--- src/rtl/i2cm_pkg.sv ---
package i2cm_pkg;

    typedef enum logic [2:0] {
        ENG_IDLE,
        ENG_START,
        ENG_BIT,
        ENG_HOLD,
        ENG_STOP
    } eng_st_e;

    // Control register, MSB first as seen by software.
    typedef struct packed {
        logic       ackgen;
        logic       pres_slow;
        logic       ie;
        logic       pend;
        logic [3:0] div;
    } ctl_t;

    typedef struct packed {
        ctl_t       ctl;
        logic [1:0] mode;
        logic       en;
        logic [7:0] own;
        logic [7:0] data;
        logic [7:0] line;
        logic       req_start;
        logic       req_stop;
    } ctrl_t;

    localparam logic [1:0] MODE_MRX = 2'b10;
    localparam logic [1:0] MODE_MTX = 2'b11;

endpackage

--- src/rtl/i2cm_tick.sv ---
module i2cm_tick #(
    parameter int PRE_FAST = 16,
    parameter int PRE_SLOW = 512,
    parameter int DIV_W    = 4
) (
    input  logic             clk,
    input  logic             rst_n,
    input  logic             run,
    input  logic             slow,
    input  logic [DIV_W-1:0] div,
    output logic             tick
);
    localparam int Q_FAST = PRE_FAST / 4;
    localparam int Q_SLOW = PRE_SLOW / 4;
    localparam int MAXC   = Q_SLOW * (1 << DIV_W);
    localparam int CW     = $clog2(MAXC + 1);

    typedef struct packed {
        logic [CW-1:0] cnt;
    } tick_t;

    tick_t       st_d, st_q;
    logic [CW-1:0] lim;

    always_comb begin
        lim  = CW'((slow ? Q_SLOW : Q_FAST) * (int'(div) + 1));
        tick = run && (st_q.cnt == lim - CW'(1));
        st_d = st_q;
        if (!run || tick) begin
            st_d.cnt = '0;
        end else begin
            st_d.cnt = st_q.cnt + CW'(1);
        end
    end

    always_ff @(posedge clk or negedge rst_n) begin
        if (!rst_n) begin
            st_q <= '0;
        end else begin
            st_q <= st_d;
        end
    end

endmodule

--- src/rtl/i2cm_byte_eng.sv ---
module i2cm_byte_eng
    import i2cm_pkg::*;
#(
    parameter int BYTE_W = 8
) (
    input  logic              clk,
    input  logic              rst_n,
    input  logic              tick,
    input  logic              go_start,
    input  logic              go_byte,
    input  logic              go_stop,
    input  logic              tx_mode,
    input  logic              ack_gen,
    input  logic              sda_in,
    input  logic [BYTE_W-1:0] tx_data,
    output logic              scl_low,
    output logic              sda_low,
    output logic              byte_done,
    output logic [BYTE_W-1:0] rx_byte,
    output logic              ack_bit,
    output logic              cur_tx,
    output logic              idle,
    output logic              hold,
    output logic              active,
    output logic              in_bit
);
    localparam int BN_W = $clog2(BYTE_W + 1);
    localparam logic [BN_W-1:0] ACK_SLOT = BN_W'(BYTE_W);

    typedef struct packed {
        eng_st_e           st;
        logic [1:0]        q;
        logic [BN_W-1:0]   bn;
        logic [BYTE_W-1:0] sh;
        logic              tx;
        logic              ack;
        logic              scl_low;
        logic              sda_low;
    } eng_t;

    eng_t st_d, st_q;
    logic done;

    always_comb begin
        st_d = st_q;
        done = 1'b0;
        unique case (st_q.st)
            ENG_IDLE: begin
                if (go_start) begin
                    st_d.st = ENG_START;
                    st_d.q  = 2'd2;
                    st_d.sh = tx_data;
                    st_d.tx = 1'b1;
                end
            end
            ENG_HOLD: begin
                if (go_start) begin
                    st_d.st = ENG_START;
                    st_d.q  = 2'd0;
                    st_d.sh = tx_data;
                    st_d.tx = 1'b1;
                end else if (go_stop) begin
                    st_d.st = ENG_STOP;
                    st_d.q  = 2'd0;
                end else if (go_byte) begin
                    st_d.st = ENG_BIT;
                    st_d.q  = 2'd0;
                    st_d.bn = '0;
                    st_d.sh = tx_data;
                    st_d.tx = tx_mode;
                end
            end
            ENG_START: begin
                if (tick) begin
                    if (st_q.q == 2'd3) begin
                        st_d.st = ENG_BIT;
                        st_d.q  = 2'd0;
                        st_d.bn = '0;
                    end else begin
                        st_d.q = st_q.q + 2'd1;
                    end
                end
            end
            ENG_BIT: begin
                if (tick) begin
                    st_d.q = st_q.q + 2'd1;
                    if (st_q.q == 2'd1) begin
                        if (st_q.bn == ACK_SLOT) begin
                            if (st_q.tx) st_d.ack = sda_in;
                        end else if (!st_q.tx) begin
                            st_d.sh = {st_q.sh[BYTE_W-2:0], sda_in};
                        end
                    end
                    if (st_q.q == 2'd3) begin
                        if (st_q.bn == ACK_SLOT) begin
                            st_d.st = ENG_HOLD;
                            done    = 1'b1;
                        end else begin
                            st_d.bn = st_q.bn + BN_W'(1);
                            if (st_q.tx) st_d.sh = {st_q.sh[BYTE_W-2:0], 1'b0};
                        end
                    end
                end
            end
            ENG_STOP: begin
                if (tick) begin
                    if (st_q.q == 2'd2) begin
                        st_d.st = ENG_IDLE;
                        st_d.q  = 2'd0;
                    end else begin
                        st_d.q = st_q.q + 2'd1;
                    end
                end
            end
            default: st_d.st = ENG_IDLE;
        endcase

        // Line levels follow the next state so they leave a flop directly.
        unique case (st_d.st)
            ENG_IDLE: begin
                st_d.scl_low = 1'b0;
                st_d.sda_low = 1'b0;
            end
            ENG_HOLD: begin
                st_d.scl_low = 1'b1;
                st_d.sda_low = 1'b0;
            end
            ENG_START: begin
                st_d.scl_low = (st_d.q == 2'd0) || (st_d.q == 2'd3);
                st_d.sda_low = st_d.q[1];
            end
            ENG_BIT: begin
                st_d.scl_low = (st_d.q == 2'd0) || (st_d.q == 2'd3);
                if (st_d.bn == ACK_SLOT) begin
                    st_d.sda_low = st_d.tx ? 1'b0 : ack_gen;
                end else begin
                    st_d.sda_low = st_d.tx ? ~st_d.sh[BYTE_W-1] : 1'b0;
                end
            end
            ENG_STOP: begin
                st_d.scl_low = (st_d.q == 2'd0);
                st_d.sda_low = !st_d.q[1];
            end
            default: begin
                st_d.scl_low = 1'b0;
                st_d.sda_low = 1'b0;
            end
        endcase
    end

    always_ff @(posedge clk or negedge rst_n) begin
        if (!rst_n) begin
            st_q <= '{st: ENG_IDLE, default: '0};
        end else begin
            st_q <= st_d;
        end
    end

    assign scl_low   = st_q.scl_low;
    assign sda_low   = st_q.sda_low;
    assign byte_done = done;
    assign rx_byte   = st_q.sh;
    assign ack_bit   = st_q.ack;
    assign cur_tx    = st_q.tx;
    assign idle      = (st_q.st == ENG_IDLE);
    assign hold      = (st_q.st == ENG_HOLD);
    assign active    = !idle && !hold;
    assign in_bit    = (st_q.st == ENG_BIT);

endmodule

--- src/rtl/i2cm_ctrl.sv ---
module i2cm_ctrl
    import i2cm_pkg::*;
#(
    parameter int ADDR_W   = 5,
    parameter int PRE_FAST = 16,
    parameter int PRE_SLOW = 512
) (
    input  logic              clk,
    input  logic              rst_n,
    input  logic [ADDR_W-1:0] reg_addr,
    input  logic              reg_wr,
    input  logic [7:0]        reg_wdata,
    output logic [7:0]        reg_rdata,
    output logic              irq,
    input  logic              sda_in,
    output logic              scl_oe,
    output logic              sda_oe
);
    localparam logic [ADDR_W-1:0] OFF_CTL  = ADDR_W'(0);
    localparam logic [ADDR_W-1:0] OFF_STAT = ADDR_W'(4);
    localparam logic [ADDR_W-1:0] OFF_OWN  = ADDR_W'(8);
    localparam logic [ADDR_W-1:0] OFF_DATA = ADDR_W'(12);
    localparam logic [ADDR_W-1:0] OFF_LINE = ADDR_W'(16);

    ctrl_t st_d, st_q;

    logic       tick;
    logic       go_start, go_byte, go_stop, can_go;
    logic       eng_done, eng_ack, eng_tx;
    logic       eng_idle, eng_hold, eng_active, eng_in_bit;
    logic [7:0] eng_rx;
    logic       busy;
    logic       pend_flag;

    i2cm_tick #(
        .PRE_FAST (PRE_FAST),
        .PRE_SLOW (PRE_SLOW),
        .DIV_W    (4)
    ) u_tick (
        .clk   (clk),
        .rst_n (rst_n),
        .run   (eng_active),
        .slow  (st_q.ctl.pres_slow),
        .div   (st_q.ctl.div),
        .tick  (tick)
    );

    i2cm_byte_eng #(
        .BYTE_W (8)
    ) u_eng (
        .clk       (clk),
        .rst_n     (rst_n),
        .tick      (tick),
        .go_start  (go_start),
        .go_byte   (go_byte),
        .go_stop   (go_stop),
        .tx_mode   (st_q.mode == MODE_MTX),
        .ack_gen   (st_q.ctl.ackgen),
        .sda_in    (sda_in),
        .tx_data   (st_q.data),
        .scl_low   (scl_oe),
        .sda_low   (sda_oe),
        .byte_done (eng_done),
        .rx_byte   (eng_rx),
        .ack_bit   (eng_ack),
        .cur_tx    (eng_tx),
        .idle      (eng_idle),
        .hold      (eng_hold),
        .active    (eng_active),
        .in_bit    (eng_in_bit)
    );

    always_comb begin
        st_d = st_q;
        busy = !eng_idle || st_q.req_start;

        // Bus steps are released only while not paused.
        can_go   = !st_q.ctl.pend && (eng_idle || eng_hold);
        go_start = can_go && st_q.req_start;
        go_stop  = can_go && eng_hold && !st_q.req_start && st_q.req_stop;
        go_byte  = can_go && eng_hold && !st_q.req_start && !st_q.req_stop;
        if (go_start) st_d.req_start = 1'b0;
        if (go_stop || (can_go && eng_idle && !st_q.req_start)) st_d.req_stop = 1'b0;

        if (reg_wr) begin
            if (reg_addr == OFF_CTL) begin
                st_d.ctl      = ctl_t'(reg_wdata);
                st_d.ctl.pend = st_q.ctl.pend & reg_wdata[4];
            end
            if (reg_addr == OFF_STAT) begin
                st_d.mode = reg_wdata[7:6];
                st_d.en   = reg_wdata[4];
                if (reg_wdata[5] && reg_wdata[4] && reg_wdata[7]) begin
                    st_d.req_start = 1'b1;
                    st_d.req_stop  = 1'b0;
                end else if (!reg_wdata[5] && st_q.mode[1] && busy) begin
                    st_d.req_stop = 1'b1;
                end
            end
            if (reg_addr == OFF_OWN)  st_d.own  = reg_wdata;
            if (reg_addr == OFF_DATA) st_d.data = reg_wdata;
            if (reg_addr == OFF_LINE) st_d.line = reg_wdata;
        end

        if (eng_done) begin
            st_d.ctl.pend = 1'b1;
            if (!eng_tx) st_d.data = eng_rx;
        end
    end

    always_comb begin
        reg_rdata = 8'h00;
        if (reg_addr == OFF_CTL)  reg_rdata = st_q.ctl;
        if (reg_addr == OFF_STAT) reg_rdata = {st_q.mode, busy, st_q.en, 3'b000, eng_ack};
        if (reg_addr == OFF_OWN)  reg_rdata = st_q.own;
        if (reg_addr == OFF_DATA) reg_rdata = st_q.data;
        if (reg_addr == OFF_LINE) reg_rdata = st_q.line;
    end

    always_ff @(posedge clk or negedge rst_n) begin
        if (!rst_n) begin
            st_q <= '0;
        end else begin
            st_q <= st_d;
        end
    end

    assign pend_flag = st_q.ctl.pend;
    assign irq       = st_q.ctl.pend & st_q.ctl.ie;

endmodule

--- config.mk ---
export PLATFORM = sky130hd
export DESIGN_NAME = i2cm_ctrl
export DESIGN_NICKNAME = d
export VERILOG_FILES = /design/src/rtl/i2cm_pkg.sv /design/src/rtl/i2cm_tick.sv /design/src/rtl/i2cm_byte_eng.sv /design/src/rtl/i2cm_ctrl.sv
export SDC_FILE = /design/constraint.sdc
export NUM_CORES = 1
export LEC_CHECK = 0
export BUFFER_PORTS_ARGS = -buffer_cell sky130_fd_sc_hd__buf_4
export CELL_PAD_IN_SITES_DETAIL_PLACEMENT = 1
export CELL_PAD_IN_SITES_GLOBAL_PLACEMENT = 1
export CORE_AREA = 2 2 108 110
export DETAILED_ROUTE_END_ITERATION = 7
export DIE_AREA = 0 0 110 112
export PLACE_DENSITY_LB_ADDON = 0.1
export SYNTH_ARGS = -nofsm -noshare
export SYNTH_HDL_FRONTEND = slang
export SYNTH_HIERARCHICAL = 1
export SYNTH_SLANG_ARGS = --single-unit
--- constraint.sdc ---
create_clock -name clk -period 4.45 [get_ports clk]
set_input_delay 0.6675 -clock clk [delete_from_list [all_inputs] [get_ports clk]]
set_output_delay 0.6675 -clock clk [all_outputs]
set_load 0.02 [all_outputs]
==> results list <==
- The run finished with clean final reports.
- Summed over all layers, the routed wires come to 13,400 um.
- Core area: 0.0112 mm^2
- Count of different cell masters after synthesis: 81
- Via count of the first global-routing pass: 3,950
- Routed WL per cell: 20.2 um
* Maximum number of buffers from clock root to sink: 2
- 0 antenna diodes ended up in the layout.
* Vias post-DR: 3,855
* Mean instance size in the synthesized netlist: 10.1 um^2
- Entering global routing, the biggest net connects 71 pins.
- CTS tree: built
* Cell mode on critical path: sky130_fd_sc_hd__o211ai_1
- Std-Cell Rows: 39
- Number of antenna violations at the first check in global routing: 0
* Yosys warns: 6
- Detailed Place HPWL: 9510 um
- Share of flip-flops with an asynchronous set or reset: 1.00
- The finished cells cover 0.00576 mm^2.
- The tree is rooted in a sky130_fd_sc_hd__clkbuf_16.
- Tightest slew margin relative to the limit: 0.382
- Final-layout setup total negative slack: 0 ps
- Drt first-iter violations: 113
* Most frequent cells after synthesis: 70 x sky130_fd_sc_hd__dfrtp_1, 33 x sky130_fd_sc_hd__inv_1, 27 x sky130_fd_sc_hd__nor2_1
- Counting every net in the synthesized netlist gives 519.
- The worst setup path is of the reg2reg kind.
- First-pass DRT Iterations: 4
- Among cell families on the critical path, the largest total delay comes from simple AND/OR/NAND/NOR gates.
* Prevailing post-synth register cell: sky130_fd_sc_hd__dfrtp_1
* Buffers on Ports: 27
* Power per standard cell area: 462 mW/mm^2
* Slew Limit Fails: 0
* Max-cap check violation count: 0
- Worst slew pin tran: 920 ps
* Die area: 0.0123 mm^2
- Worst IR drop on VDD: 0.186 mV
- Highest achievable clock rate: 229 MHz
- For this run, global-route usage on met3 was measured as 0.0340.
- Number of vias per cell after detailed routing: 5.81
- Number of flops mapped to enable cells by yosys: 0
* Met2 routing resource usage after global routing: 0.375
* DP Cell Count: 642
* CTS sink cnt: 70
- Antenna viol nets, final: 0
- 28 I/O pins were placed.
* Cell breakdown of the critical path: nand3_2, xor2_1, or2_4, ha_1, ha_2, ha_4, nand3_1, o211ai_1, xnor2_1, or3_4, nor4_4, buf_4, nand4b_1, a31oi_2, o211ai_1, nor4b_4, mux2i_1, a221o_1
* Final Non-Filler Cells: 664
- Hold violation count in the final report: 0
- Largest cells by area after synthesis: sky130_fd_sc_hd__dfrtp_1 36%, sky130_fd_sc_hd__ha_1 6.8%, sky130_fd_sc_hd__mux2_2 4.4%
* Category of the worst setup path capture point: flip-flop
* Share of cells above drive strength 1: 0.301
- Maximum fanout along the worst path: 5
* Source-to-sink clock delay at the later pin of the worst-skew pair: 340 ps
- Count of mapped cells out of synthesis: 476
- Cell area reported after detailed placement: 0.00526 mm^2
* WP data arrival: 4580 ps
* Unrepaired setup endpoints after global routing: yes
- The largest individual stage delay along the critical path comes from the cell sky130_fd_sc_hd__dfrtp_1.
- Clock-pin slew reported for the worst setup and hold paths after clock tree synthesis: 60 ps
* Die Y-Extent: 112 um
* Sequential fraction of the synthesis area: 0.364
- Largest stage delay, worst path: 430 ps
* Final net count: 559
* Area overhead of the layout relative to synthesis: 19.6%
- At the end of routability-driven placement, the weighted congestion stood at 0.814.
* Worst min-delay path category: in2async
- The clock arrives with 11.9 ps of skew.
- Worst hold margin: 463 ps
- Total global routing track utilization: 0.233
- In the finished design, the share of the clock period the worst path needs comes to 0.982.
* Number of remaining DRC errors: 0
- Data on the critical path is required at its endpoint by 4660 ps.
* CTS Buf Count: 9
- Die Width: 110 um
* Most used standard cell by instance count after synthesis: sky130_fd_sc_hd__dfrtp_1
- Number of failing setup endpoints in the final timing report: 0
- H-Tree Level Count: 3
- The cell area that synthesis handed to floorplanning was 0.00481 mm^2.
- Highest-utilization routing layer at the global route stage: met2
- Of the post-synthesis cell area, the dominant cell type holds 0.364.
- The number of buffers and inverters on the critical path is 1.
- Wire length of the first global-routing pass: 21,800 um
* Global routing met1 resource utilization: 0.324
- Standby leakage power: 2.53 nW
- Subtracting the final worst setup slack from the clock period gives 4370 ps.
- Setup crit start kind: flip-flop
- Initial standard-cell utilization of the core: 0.431
- #FFs+latches synth: 70
- Final global-route overflow total: 0
- The synthesized design spends more area on one cell type than any other, namely sky130_fd_sc_hd__dfrtp_1.
[routing by layer]
layer | vias up | share of wire | routed length [um]
met5 | - | 0 | 0
met4 | 0 | 0.012 | 163
met3 | 12 | 0.026 | 351
met2 | 51 | 0.50 | 6670
met1 | 1971 | 0.46 | 6250
li1 | 1821 | - | -
[flip-flops by register name, indices dropped and copies added, names as in the netlist]
register       cells
u_eng/sda_low      1
u_eng/cur_tx       1
pend_flag          1
u_eng/ack_bit      1
u_eng/st_q         9
st_q              36
u_eng/scl_low      1
u_eng/rx_byte      8
u_tick/st_q       12
[kinds of logic (layout without fill, tap and decap cells)]
kind of cell               Yosys count  in the layout  synth area share
AOI/OAI and AO/OA                  104            104             0.160
xor gates and xnor gates            33             33            0.0600
adders and majority gates           26             26            0.0676
buffers and inverters               63            108            0.0650
DFF                                 70             70             0.364
muxes                               40             40             0.109
and+or+nand+nor                    140            140             0.175
[report_power, final]
| group | internal, W | total [W] | leakage (nW) | switching, W |
|---|---|---|---|---|
| sequential | 0.000741 | 0.000849 | 0.848 | 0.000108 |
| clock | 0.000463 | 0.000745 | 0.144 | 0.000281 |
| combinational | 0.000519 | 0.00107 | 1.54 | 0.000549 |
| total | 0.00172 | 0.00266 | 2.53 | 0.000938 |
[area by class of cell]
cell class / count / area, um^2
clock inverters: 5 / 57.6
multi-input cells: 343 / 2950
well taps: 143 / 179
fillers: 1265 / 5420
inverters: 33 / 124
flip-flops and latches: 70 / 1750
repair buffers: 59 / 443
clock buffers: 11 / 253
[layout by cell type, fill, tap and decap left out, types with 7 or more instances in the layout]
master                      instances
sky130_fd_sc_hd__nand3_1           24
sky130_fd_sc_hd__xor2_1            15
sky130_fd_sc_hd__o211ai_1           9
sky130_fd_sc_hd__mux2i_1            7
sky130_fd_sc_hd__nand2_1           19
sky130_fd_sc_hd__mux2_4            10
sky130_fd_sc_hd__o21ai_0           25
sky130_fd_sc_hd__a22oi_1            7
sky130_fd_sc_hd__inv_1             32
sky130_fd_sc_hd__nor2_1            27
sky130_fd_sc_hd__buf_4             59
sky130_fd_sc_hd__nor3_1             8
sky130_fd_sc_hd__dfrtp_1           69
sky130_fd_sc_hd__mux2_2            19
sky130_fd_sc_hd__xnor2_1           14
sky130_fd_sc_hd__a21oi_1            9
sky130_fd_sc_hd__nand2b_1          12
sky130_fd_sc_hd__ha_1              18
sky130_fd_sc_hd__a31oi_1            8
sky130_fd_sc_hd__clkbuf_16          9
[stage by stage]
stage / power (W) / worst slack [ps] / util
after floorplan: 0.00150 / 34.3 / -
after global placement: 0.00175 / 91.8 / 0.470
after detailed placement: 0.00178 / -92.3 / 0.470
after CTS: 0.00256 / 2.40 / 0.504
after global routing: 0.00283 / -130 / 0.515
final: 0.00266 / 78.1 / 0.515
[path summary, 6_finish.rpt]
kind,slack [ps],end,cells after the start,startpoint
max,80,u_eng/sda_low,18,st_q[30]
min,460,st_q[32],1,rst_n
max reg2reg,80,u_eng/sda_low,18,st_q[30]
min reg2reg,500,st_q[21],1,st_q[21]
max in group asynchronous,3370,st_q[29],1,rst_n
min in group clk,500,st_q[21],1,st_q[21]
[worst reg2reg max path: stages, from the launching register on]
cell	delay [ps]
sky130_fd_sc_hd__dfrtp_1	430
sky130_fd_sc_hd__nand3_2	100
sky130_fd_sc_hd__xor2_1	160
sky130_fd_sc_hd__or2_4	260
sky130_fd_sc_hd__ha_1	320
sky130_fd_sc_hd__ha_2	200
sky130_fd_sc_hd__ha_4	320
sky130_fd_sc_hd__nand3_1	90
sky130_fd_sc_hd__o211ai_1	230
sky130_fd_sc_hd__xnor2_1	100
sky130_fd_sc_hd__or3_4	400
sky130_fd_sc_hd__nor4_4	130
sky130_fd_sc_hd__buf_4	180
sky130_fd_sc_hd__nand4b_1	140
sky130_fd_sc_hd__a31oi_2	230
sky130_fd_sc_hd__o211ai_1	210
sky130_fd_sc_hd__nor4b_4	350
sky130_fd_sc_hd__mux2i_1	120
sky130_fd_sc_hd__a221o_1	290
[what timing repair did]
item | 4_1_cts | 5_1_grt
endpoints found under the setup margin | 2 | 10
setup buffers | 3 | 3
hold buffers | 0 | 0
gates resized for setup | 9 | 16
cloned | 0 | 0
pin swaps | 7 | 13
Note: power is estimated with default switching activity, not from simulation.
